$ cat config.mk
export PLATFORM = sky130hd
export DESIGN_NAME = host_irq_aggregator
export DESIGN_NICKNAME = d
export VERILOG_FILES = /design/src/rtl/irq_agg_pkg.sv /design/src/rtl/irq_chan_pacer.sv /design/src/rtl/irq_agg_ctrl.sv /design/src/rtl/irq_agg_dpath.sv /design/src/rtl/host_irq_aggregator.sv
export SDC_FILE = /design/constraint.sdc
export NUM_CORES = 1
export LEC_CHECK = 0
export ABC_AREA = 1
export CELL_PAD_IN_SITES_DETAIL_PLACEMENT = 2
export CELL_PAD_IN_SITES_GLOBAL_PLACEMENT = 2
export CORE_MARGIN = 8
export CORE_UTILIZATION = 32
export DETAILED_ROUTE_END_ITERATION = 10
export DONT_BUFFER_PORTS = 1
export PLACE_DENSITY_LB_ADDON = 0.3
export SLEW_MARGIN = 40
export SYNTH_ARGS = -nofsm -noshare
export SYNTH_HDL_FRONTEND = slang
export SYNTH_SLANG_ARGS = --single-unit
$ cat constraint.sdc
create_clock -name clk -period 1.61 [get_ports clk]
set_input_delay 0.322 -clock clk [delete_from_list [all_inputs] [get_ports clk]]
set_output_delay 0.322 -clock clk [all_outputs]
set_load 0.01 [all_outputs]
$ cat src/rtl/irq_agg_pkg.sv
package irq_agg_pkg;
  localparam int NUM_DMA = 4;
  localparam int STAT_W = 16;
  // Bits that a source can set; all others are reserved and stay 0.
  localparam logic [STAT_W-1:0] IMPL_MASK = 16'h79FE;
  localparam int DMA_LSB = 1;
  localparam int MBOX_IN_LSB = 5;
  localparam int MBOX_OUT_LSB = 7;
  localparam int IOWAKE_BIT = 11;
  localparam int ACWAKE_BIT = 12;
  localparam int MABORT_BIT = 13;
  localparam int TABORT_BIT = 14;

  typedef struct packed {
    logic [NUM_DMA-1:0] chanFire;  // pacing counter reached zero
    logic [STAT_W-1:0]  clrMask;   // write-1-to-clear mask from software
  } ctrlStrobe_t;
endpackage

$ cat src/rtl/irq_chan_pacer.sv
module irq_chan_pacer #(
  parameter int CNT_W = 16,
  parameter logic [CNT_W-1:0] RESET_BASE = 1
) (
  input  logic             clk,
  input  logic             rstN,
  input  logic             baseWrEn,
  input  logic [CNT_W-1:0] baseWrData,
  input  logic             donePulse,
  output logic             fire,
  output logic [CNT_W-1:0] baseVal,
  output logic [CNT_W-1:0] cntVal
);
  localparam logic [CNT_W-1:0] ONE = CNT_W'(1);

  logic enabled;
  assign enabled = (baseVal != '0);
  // A register write takes priority over a completion pulse.
  assign fire = donePulse && !baseWrEn && enabled && (cntVal == ONE);

  always_ff @(posedge clk or negedge rstN) begin
    if (!rstN) begin
      baseVal <= RESET_BASE;
      cntVal  <= RESET_BASE;
    end else if (baseWrEn) begin
      baseVal <= baseWrData;
      cntVal  <= baseWrData;
    end else if (donePulse && enabled) begin
      if (cntVal == ONE) cntVal <= baseVal;
      else               cntVal <= cntVal - ONE;
    end
  end

  AST_FIRE_RELOAD: assert property (@(posedge clk) disable iff (!rstN)
    fire |=> (cntVal == $past(baseVal)));
  AST_LIVE_NONZERO: assert property (@(posedge clk) disable iff (!rstN)
    (baseVal != '0) |-> (cntVal != '0));
  AST_BASE_ZERO_SILENT: assert property (@(posedge clk) disable iff (!rstN)
    (baseVal == '0) |-> !fire);
  AST_WRITE_LOADS: assert property (@(posedge clk) disable iff (!rstN)
    baseWrEn |=> (cntVal == $past(baseWrData) && baseVal == $past(baseWrData)));
endmodule

$ cat src/rtl/irq_agg_ctrl.sv
module irq_agg_ctrl
  import irq_agg_pkg::*;
#(
  parameter int CNT_W = 16,
  parameter int ADDR_W = 4,
  parameter logic [CNT_W-1:0] RESET_BASE = 1
) (
  input  logic                              clk,
  input  logic                              rstN,
  input  logic                              regWrEn,
  input  logic [ADDR_W-1:0]                 regAddr,
  input  logic [STAT_W-1:0]                 regWrData,
  input  logic [NUM_DMA-1:0]                dmaDone,
  output ctrlStrobe_t                       strobes,
  output logic [NUM_DMA-1:0][CNT_W-1:0]     baseVals,
  output logic [NUM_DMA-1:0][CNT_W-1:0]     cntVals
);
  localparam logic [ADDR_W-1:0] STATUS_ADDR = '0;

  logic statusWr;
  assign statusWr = regWrEn && (regAddr == STATUS_ADDR);
  assign strobes.clrMask = statusWr ? regWrData : '0;

  for (genvar c = 0; c < NUM_DMA; c++) begin : gChan
    logic baseWr;
    assign baseWr = regWrEn && (regAddr == ADDR_W'(1 + c));
    irq_chan_pacer #(.CNT_W(CNT_W), .RESET_BASE(RESET_BASE)) uPacer (
      .clk       (clk),
      .rstN      (rstN),
      .baseWrEn  (baseWr),
      .baseWrData(regWrData[CNT_W-1:0]),
      .donePulse (dmaDone[c]),
      .fire      (strobes.chanFire[c]),
      .baseVal   (baseVals[c]),
      .cntVal    (cntVals[c])
    );
  end

  AST_FIRE_NEEDS_DONE: assert property (@(posedge clk) disable iff (!rstN)
    ((strobes.chanFire & ~dmaDone) == '0));
endmodule

$ cat src/rtl/irq_agg_dpath.sv
module irq_agg_dpath
  import irq_agg_pkg::*;
#(
  parameter int CNT_W = 16,
  parameter int ADDR_W = 4
) (
  input  logic                          clk,
  input  logic                          rstN,
  input  ctrlStrobe_t                   strobes,
  input  logic [1:0]                    mboxInEvt,
  input  logic [1:0]                    mboxOutEvt,
  input  logic                          ioWakeEvt,
  input  logic                          acWakeEvt,
  input  logic                          mAbortEvt,
  input  logic                          tAbortEvt,
  input  logic [ADDR_W-1:0]             regAddr,
  input  logic [NUM_DMA-1:0][CNT_W-1:0] baseVals,
  input  logic [NUM_DMA-1:0][CNT_W-1:0] cntVals,
  output logic [STAT_W-1:0]             regRdData,
  output logic                          intaN
);
  logic [STAT_W-1:0] status;
  logic [STAT_W-1:0] setVec;

  always_comb begin
    setVec = '0;
    setVec[DMA_LSB +: NUM_DMA] = strobes.chanFire;
    setVec[MBOX_IN_LSB +: 2]   = mboxInEvt;
    setVec[MBOX_OUT_LSB +: 2]  = mboxOutEvt;
    setVec[IOWAKE_BIT]         = ioWakeEvt;
    setVec[ACWAKE_BIT]         = acWakeEvt;
    setVec[MABORT_BIT]         = mAbortEvt;
    setVec[TABORT_BIT]         = tAbortEvt;
  end

  // Clear first, then set: a same-cycle set survives the clear.
  always_ff @(posedge clk or negedge rstN) begin
    if (!rstN) status <= '0;
    else       status <= ((status & ~strobes.clrMask) | setVec) & IMPL_MASK;
  end

  assign intaN = ~(|status);

  always_comb begin
    regRdData = '0;
    if (regAddr == '0) regRdData = status;
    for (int c = 0; c < NUM_DMA; c++) begin
      if (regAddr == ADDR_W'(1 + c))           regRdData = STAT_W'(baseVals[c]);
      if (regAddr == ADDR_W'(1 + NUM_DMA + c)) regRdData = STAT_W'(cntVals[c]);
    end
  end

  AST_CLEAR_TAKES: assert property (@(posedge clk) disable iff (!rstN)
    1'b1 |=> ((status & $past(strobes.clrMask & ~setVec)) == '0));
  AST_SET_WINS: assert property (@(posedge clk) disable iff (!rstN)
    1'b1 |=> ((status & $past(setVec & IMPL_MASK)) == $past(setVec & IMPL_MASK)));
  AST_ZERO_WRITE_KEEPS: assert property (@(posedge clk) disable iff (!rstN)
    1'b1 |=> ((status & $past(status & ~strobes.clrMask)) == $past(status & ~strobes.clrMask)));
  AST_RSVD_ZERO: assert property (@(posedge clk) disable iff (!rstN)
    ((status & ~IMPL_MASK) == '0));
  AST_INTA_NEEDS_EVENT: assert property (@(posedge clk) disable iff (!rstN)
    $fell(intaN) |-> $past(|setVec));
endmodule

$ cat src/rtl/host_irq_aggregator.sv
module host_irq_aggregator
  import irq_agg_pkg::*;
#(
  parameter int CNT_W = 16,      // at most 16
  parameter int ADDR_W = 4,
  parameter logic [CNT_W-1:0] RESET_BASE = 1
) (
  input  logic              clk,
  input  logic              rstN,
  input  logic              regWrEn,
  input  logic [ADDR_W-1:0] regAddr,
  input  logic [15:0]       regWrData,
  output logic [15:0]       regRdData,
  input  logic [3:0]        dmaDone,
  input  logic [1:0]        mboxInEvt,
  input  logic [1:0]        mboxOutEvt,
  input  logic              ioWakeEvt,
  input  logic              acWakeEvt,
  input  logic              mAbortEvt,
  input  logic              tAbortEvt,
  output logic              intaN
);
  ctrlStrobe_t                   strobes;
  logic [NUM_DMA-1:0][CNT_W-1:0] baseVals;
  logic [NUM_DMA-1:0][CNT_W-1:0] cntVals;

  irq_agg_ctrl #(.CNT_W(CNT_W), .ADDR_W(ADDR_W), .RESET_BASE(RESET_BASE)) uCtrl (
    .clk      (clk),
    .rstN     (rstN),
    .regWrEn  (regWrEn),
    .regAddr  (regAddr),
    .regWrData(regWrData),
    .dmaDone  (dmaDone),
    .strobes  (strobes),
    .baseVals (baseVals),
    .cntVals  (cntVals)
  );

  irq_agg_dpath #(.CNT_W(CNT_W), .ADDR_W(ADDR_W)) uDpath (
    .clk       (clk),
    .rstN      (rstN),
    .strobes   (strobes),
    .mboxInEvt (mboxInEvt),
    .mboxOutEvt(mboxOutEvt),
    .ioWakeEvt (ioWakeEvt),
    .acWakeEvt (acWakeEvt),
    .mAbortEvt (mAbortEvt),
    .tAbortEvt (tAbortEvt),
    .regAddr   (regAddr),
    .baseVals  (baseVals),
    .cntVals   (cntVals),
    .regRdData (regRdData),
    .intaN     (intaN)
  );
endmodule

==> results.json, run 1 <==
{
  "place_congestion": 0.968,
  "synthTopCellsByArea": "dfrtp_1 35%, nand2_1 17%, nand3_1 15%, nor2_1 7.9%, inv_1 5.6%",
  "haltStage": "global routing",
  "dp_hpwl_um": 37900,
  "clock-sinks": 140,
  "start_util": 0.324,
  "endpoint_type": "top-level output",
  "die-width_um": 189,
  "numCtsBuffers": 17,
  "grt_max_degree": 141,
  "antenna_found_initial": 5,
  "die_height_um": 189,
  "syn_area_sq_um": 9550,
  "yosys.area.top_type_share": 0.346,
  "grt-ovfl-total": 187,
  "track_usage": 0.707,
  "port_buffers": 0,
  "synth_top_area_cell": "dfrtp_1",
  "fp-row-count": 63,
  "netlist_instances": 1485,
  "cts_buffer_depth": 2,
  "ys_seq_area_frac": 0.368,
  "synthArstFlopShare": 1.00,
  "synth.distinct_cells": 35,
  "synth_warnings": 0,
  "crit_endpoint": "regRdData[10]",
  "status": "did not finish",
  "synth_flop_cell": "dfrtp_1",
  "avgSynthCellArea_sq_um": 6.43,
  "synth_edf_count": 0,
  "post-place-ws_ps": -221,
  "ios": 52,
  "tool.error": "[ERROR GRT-0232] Routing congestion too high. Check the congestion heatmap in the GUI.",
  "ys_seq_elements": 140,
  "cts_max_level": 4,
  "ctsRootBufferMaster": "clkbuf_16",
  "synth_nets": 1528
}
## synthesized netlist by cell type, types with 6 or more instances
cell      count
a21o_1        8
a21oi_1      13
buf_2        24
clkbuf_1     15
dfrtp_1     132
dfstp_2       8
ha_1          8
inv_1       142
inv_2        14
nand2_1     444
nand2_2       6
nand3_1     292
nand4_1      30
nor2_1      201
nor2_2        9
nor2_4        6
nor3_1        6
o21ai_0      68
o21ai_1      18
xor2_1        9
## per-layer routing
layer	overflow	global-route usage
met5	0	0.179
met4	74	0.770
met2	111	0.872
met1	0	0.690
met3	2	0.543
## repair_timing
| action | CTS |
|---|---|
| gates cloned | 10 |
| buffers inserted | 70 |
| pin swaps | 109 |
| hold buffers | 8 |
| setup endpoints to repair | 81 |
| endpoints found under the hold margin | 148 |
| resized for setup | 359 |
## metrics by stage
| stage | setup TNS, ps | hold WS (ps) | area, sq um | std cells |
|---|---|---|---|---|
| 4_1_cts | -10110 | -443 | 14200 | 2155 |
| 2_1_floorplan | -25.2 | 26.4 | 9550 | 1485 |
| 3_3_place_gp | -5030 | 36.1 | 11500 | 2036 |
| 3_5_place_dp | -9800 | 37.3 | 11500 | 2036 |
## kinds of logic after synthesis
logic type	Yosys count	synth area share
AOI/OAI and AO/OA	108	0.0591
xor gates and xnor gates	14	0.0128
adders and majority gates	8	0.0105
buffers and inverters	202	0.0859
DFF	140	0.368
and+or+nand+nor	1013	0.464
==> run 2, diff against run 1 <==
- CELL_PAD_IN_SITES_DETAIL_PLACEMENT: 2 -> default
- CELL_PAD_IN_SITES_GLOBAL_PLACEMENT: 2 -> default
- CORE_UTILIZATION: 32 -> 25
- PLACE_DENSITY_LB_ADDON: 0.3 -> 0.15
- clock period: 1.61 -> 2.09 ns (I/O delays scaled with it)
==> run 2 against run 1 <==
  * The flow now finishes, with violations (hold timing)
  * Area after synthesis did not move
  * Synthesized cell count did not move
==> results.json, run 2 <==
{
  "coreArea_sq_um": 37700,
  "fin_nets": 1570,
  "synth_top_area_cell": "dfrtp_1",
  "hold_viol": 140,
  "clk_pin_slew_worst_paths_ps": 70,
  "status": "finished, violations left",
  "synth.distinct_cells": 35,
  "ys_seq_area_frac": 0.368,
  "ctsRootBufferMaster": "clkbuf_16",
  "cp.required_ps": 1670,
  "rr_endpoint": "uCtrl.gChan[1].uPacer.cntVal[10]$_DFFE_PN0P_",
  "synthTopCellsByArea": "dfrtp_1 35%, nand2_1 17%, nand3_1 15%, nor2_1 7.9%, inv_1 5.6%",
  "die-width_um": 211,
  "vias": 10100,
  "start_util": 0.253,
  "cpPeakStageDelay_ps": 530,
  "hold_slack_ps": -329,
  "finalSetupViolCount": 0,
  "final_cell_mix": "437 x nand2_1, 273 x nand3_1, 194 x nor2_1",
  "cp_common_cell": "nor2_1",
  "synth_warnings": 0,
  "grt-ovfl-total": 0,
  "synth_nets": 1528,
  "cp-end-kind": "output port",
  "worstSkewPairLatency_ps": 450,
  "dp_cells": 2011,
  "die-area_sq_um": 44700,
  "drtIter0Drc": 950,
  "drive_gt1_frac": 0.138,
  "avgSynthCellArea_sq_um": 6.43,
  "drcViolationCount": 0,
  "maxCapViolCount": 0,
  "r2r_start": "uCtrl.gChan[1].uPacer.cntVal[0]$_DFFE_PN1P_",
  "port_buffers": 0,
  "grt_max_degree": 141,
  "die_height_um": 211,
  "fp-row-count": 71,
  "first_pass_iters": 5,
  "netlist_instances": 1485,
  "place_congestion": 0.896,
  "peakVddDrop_uv": 594,
  "grt_pass1_wl_um": 63900,
  "synth_common_cells": "444 x nand2_1, 292 x nand3_1, 201 x nor2_1",
  "area_growth_pct": 20.1,
  "wire_per_inst_um": 20.4,
  "reg.largest.list": "uCtrl.gChan.uPacer.baseVal (64), uCtrl.gChan.uPacer.cntVal (64), uDpath.status (12)",
  "cts_max_level": 4,
  "grt_pass1_vias": 9995,
  "relSlewSlack": 0.694,
  "finalNonFillerCells": 2052,
  "antenna_left": 0,
  "fmax_mhz": 492,
  "worstPathMaxFanout": 3,
  "violations": "hold timing",
  "synthArstFlopShare": 1.00,
  "timing.final.crit_share": 0.972,
  "yosysMostFrequentCell": "nand2_1",
  "dp_hpwl_um": 31300,
  "track_usage": 0.190,
  "fin_total_pwr_uw": 14000,
  "antenna_found_initial": 1,
  "cts_tree": "yes",
  "clock-skew-final_ps": 12.2,
  "synth_edf_count": 0,
  "cts_buffer_depth": 2,
  "leakagePower_uw": 0.00565,
  "n_fill_cell": 4240,
  "ios": 52,
  "powerDensity_nw_per_um2": 1220,
  "clock-sinks": 140,
  "syn_area_sq_um": 9550,
  "critPathSlowestCell": "dfstp_2",
  "final.min_clock_period_ps": 2030,
  "ys_seq_elements": 140,
  "tightestPinTransition_ps": 457,
  "synth_flop_cell": "dfrtp_1",
  "yosys.area.top_type_share": 0.346,
  "worstRegToRegCells": 10,
  "rrSetupSlack_ps": 290,
  "drt_wl_total_um": 41800,
  "numCtsBuffers": 17,
  "worstSetupStartpointType": "register",
  "rsz0062_at_grt": "true",
  "utilization": 0.304,
  "hold_class": "input port to asynchronous set/reset pin",
  "crit_chain": "inv_1 -> nor2_1 -> nor2_1 -> nand3_1 -> nand2_1 -> nand3_2",
  "via_per_inst": 4.93,
  "drv_slew": 0,
  "arrival_ps": 1610,
  "path_class": "register to output port",
  "final_common_cell": "nand2_1"
}
[run 2: cell counts after synthesis]
No cell type changed its count.
[run 2: final cells by class]
class,instances,area (sq um),share of cell area
antenna,1,2.50,0.000218
clock buffer,19,443,0.0386
clock inverter,13,236,0.0206
inverter,158,598,0.0522
multi-input combinational,1143,5390,0.470
sequential,140,3530,0.308
tap,511,639,0.0558
timing repair buffer,67,628,0.0548
[run 2: how the worst max path moves through the flow]
| stage | start | endpoint |
|---|---|---|
| finish | uCtrl.gChan[1].uPacer.baseVal[0]$_DFFE_PN1P_ | regRdData[0] |
| global route | uCtrl.gChan[0].uPacer.cntVal[13]$_DFFE_PN0P_ | regRdData[13] |
| CTS | uCtrl.gChan[1].uPacer.baseVal[10]$_DFFE_PN0P_ | regRdData[10] |
| detailed placement | regAddr[2] | regRdData[2] |
| global placement | regAddr[2] | regRdData[2] |
| floorplan | regAddr[1] | regRdData[0] |
[run 2: worst max-delay path, delay by kind of cell (launching register included)]
kind                   cells  cell delay [ps]
flip-flops                 1              530
AND/OR/NAND/NOR            5              550
buffers and inverters      1               80
[run 2: cells by family (layout without fill, tap and decap cells)]
kind of cell / after synthesis / after routing / synth area share
compound gates: 108 / 108 / 0.0591
simple gates: 1013 / 1013 / 0.464
buf+inv: 202 / 257 / 0.0859
fa+ha+maj: 8 / 8 / 0.0105
flops: 140 / 140 / 0.368
other cells: 0 / 1 / 0
xor+xnor: 14 / 14 / 0.0128
[run 2: what timing repair did]
action                                 CTS  global route
endpoints found under the hold margin  140           140
gates resized for setup                 21            45
buffers inserted                         2             6
pin swaps                                2            14
setup endpoints to repair               13            16
[run 2: power breakdown]
part	total [uW]	internal [uW]	switching [uW]
Clock	3650	2280	1360
Sequential	4760	3600	1160
Combinational	5630	2010	3620
[run 2: per-layer routing]
metal / GRT usage / vias up / wire [um]
li1: - / 4891 / -
met1: 0.252 / 4903 / 19000
met2: 0.301 / 284 / 19000
met3: 0.0454 / 44 / 2820
met4: 0.0623 / 0 / 984
met5: 0 / - / 0
[run 2: through the flow]
step	instance area [sq um]	setup TNS, ps	worst slack, ps
final	11500	0	58.3
after global routing	11500	-36.8	-14.9
after CTS	11300	0	5.55
after detailed placement	10500	-14.1	-14.1
after global placement	10500	0	22.6
after floorplan	9550	0	315
No activity file was read; power rests on OpenSTA's default activity.
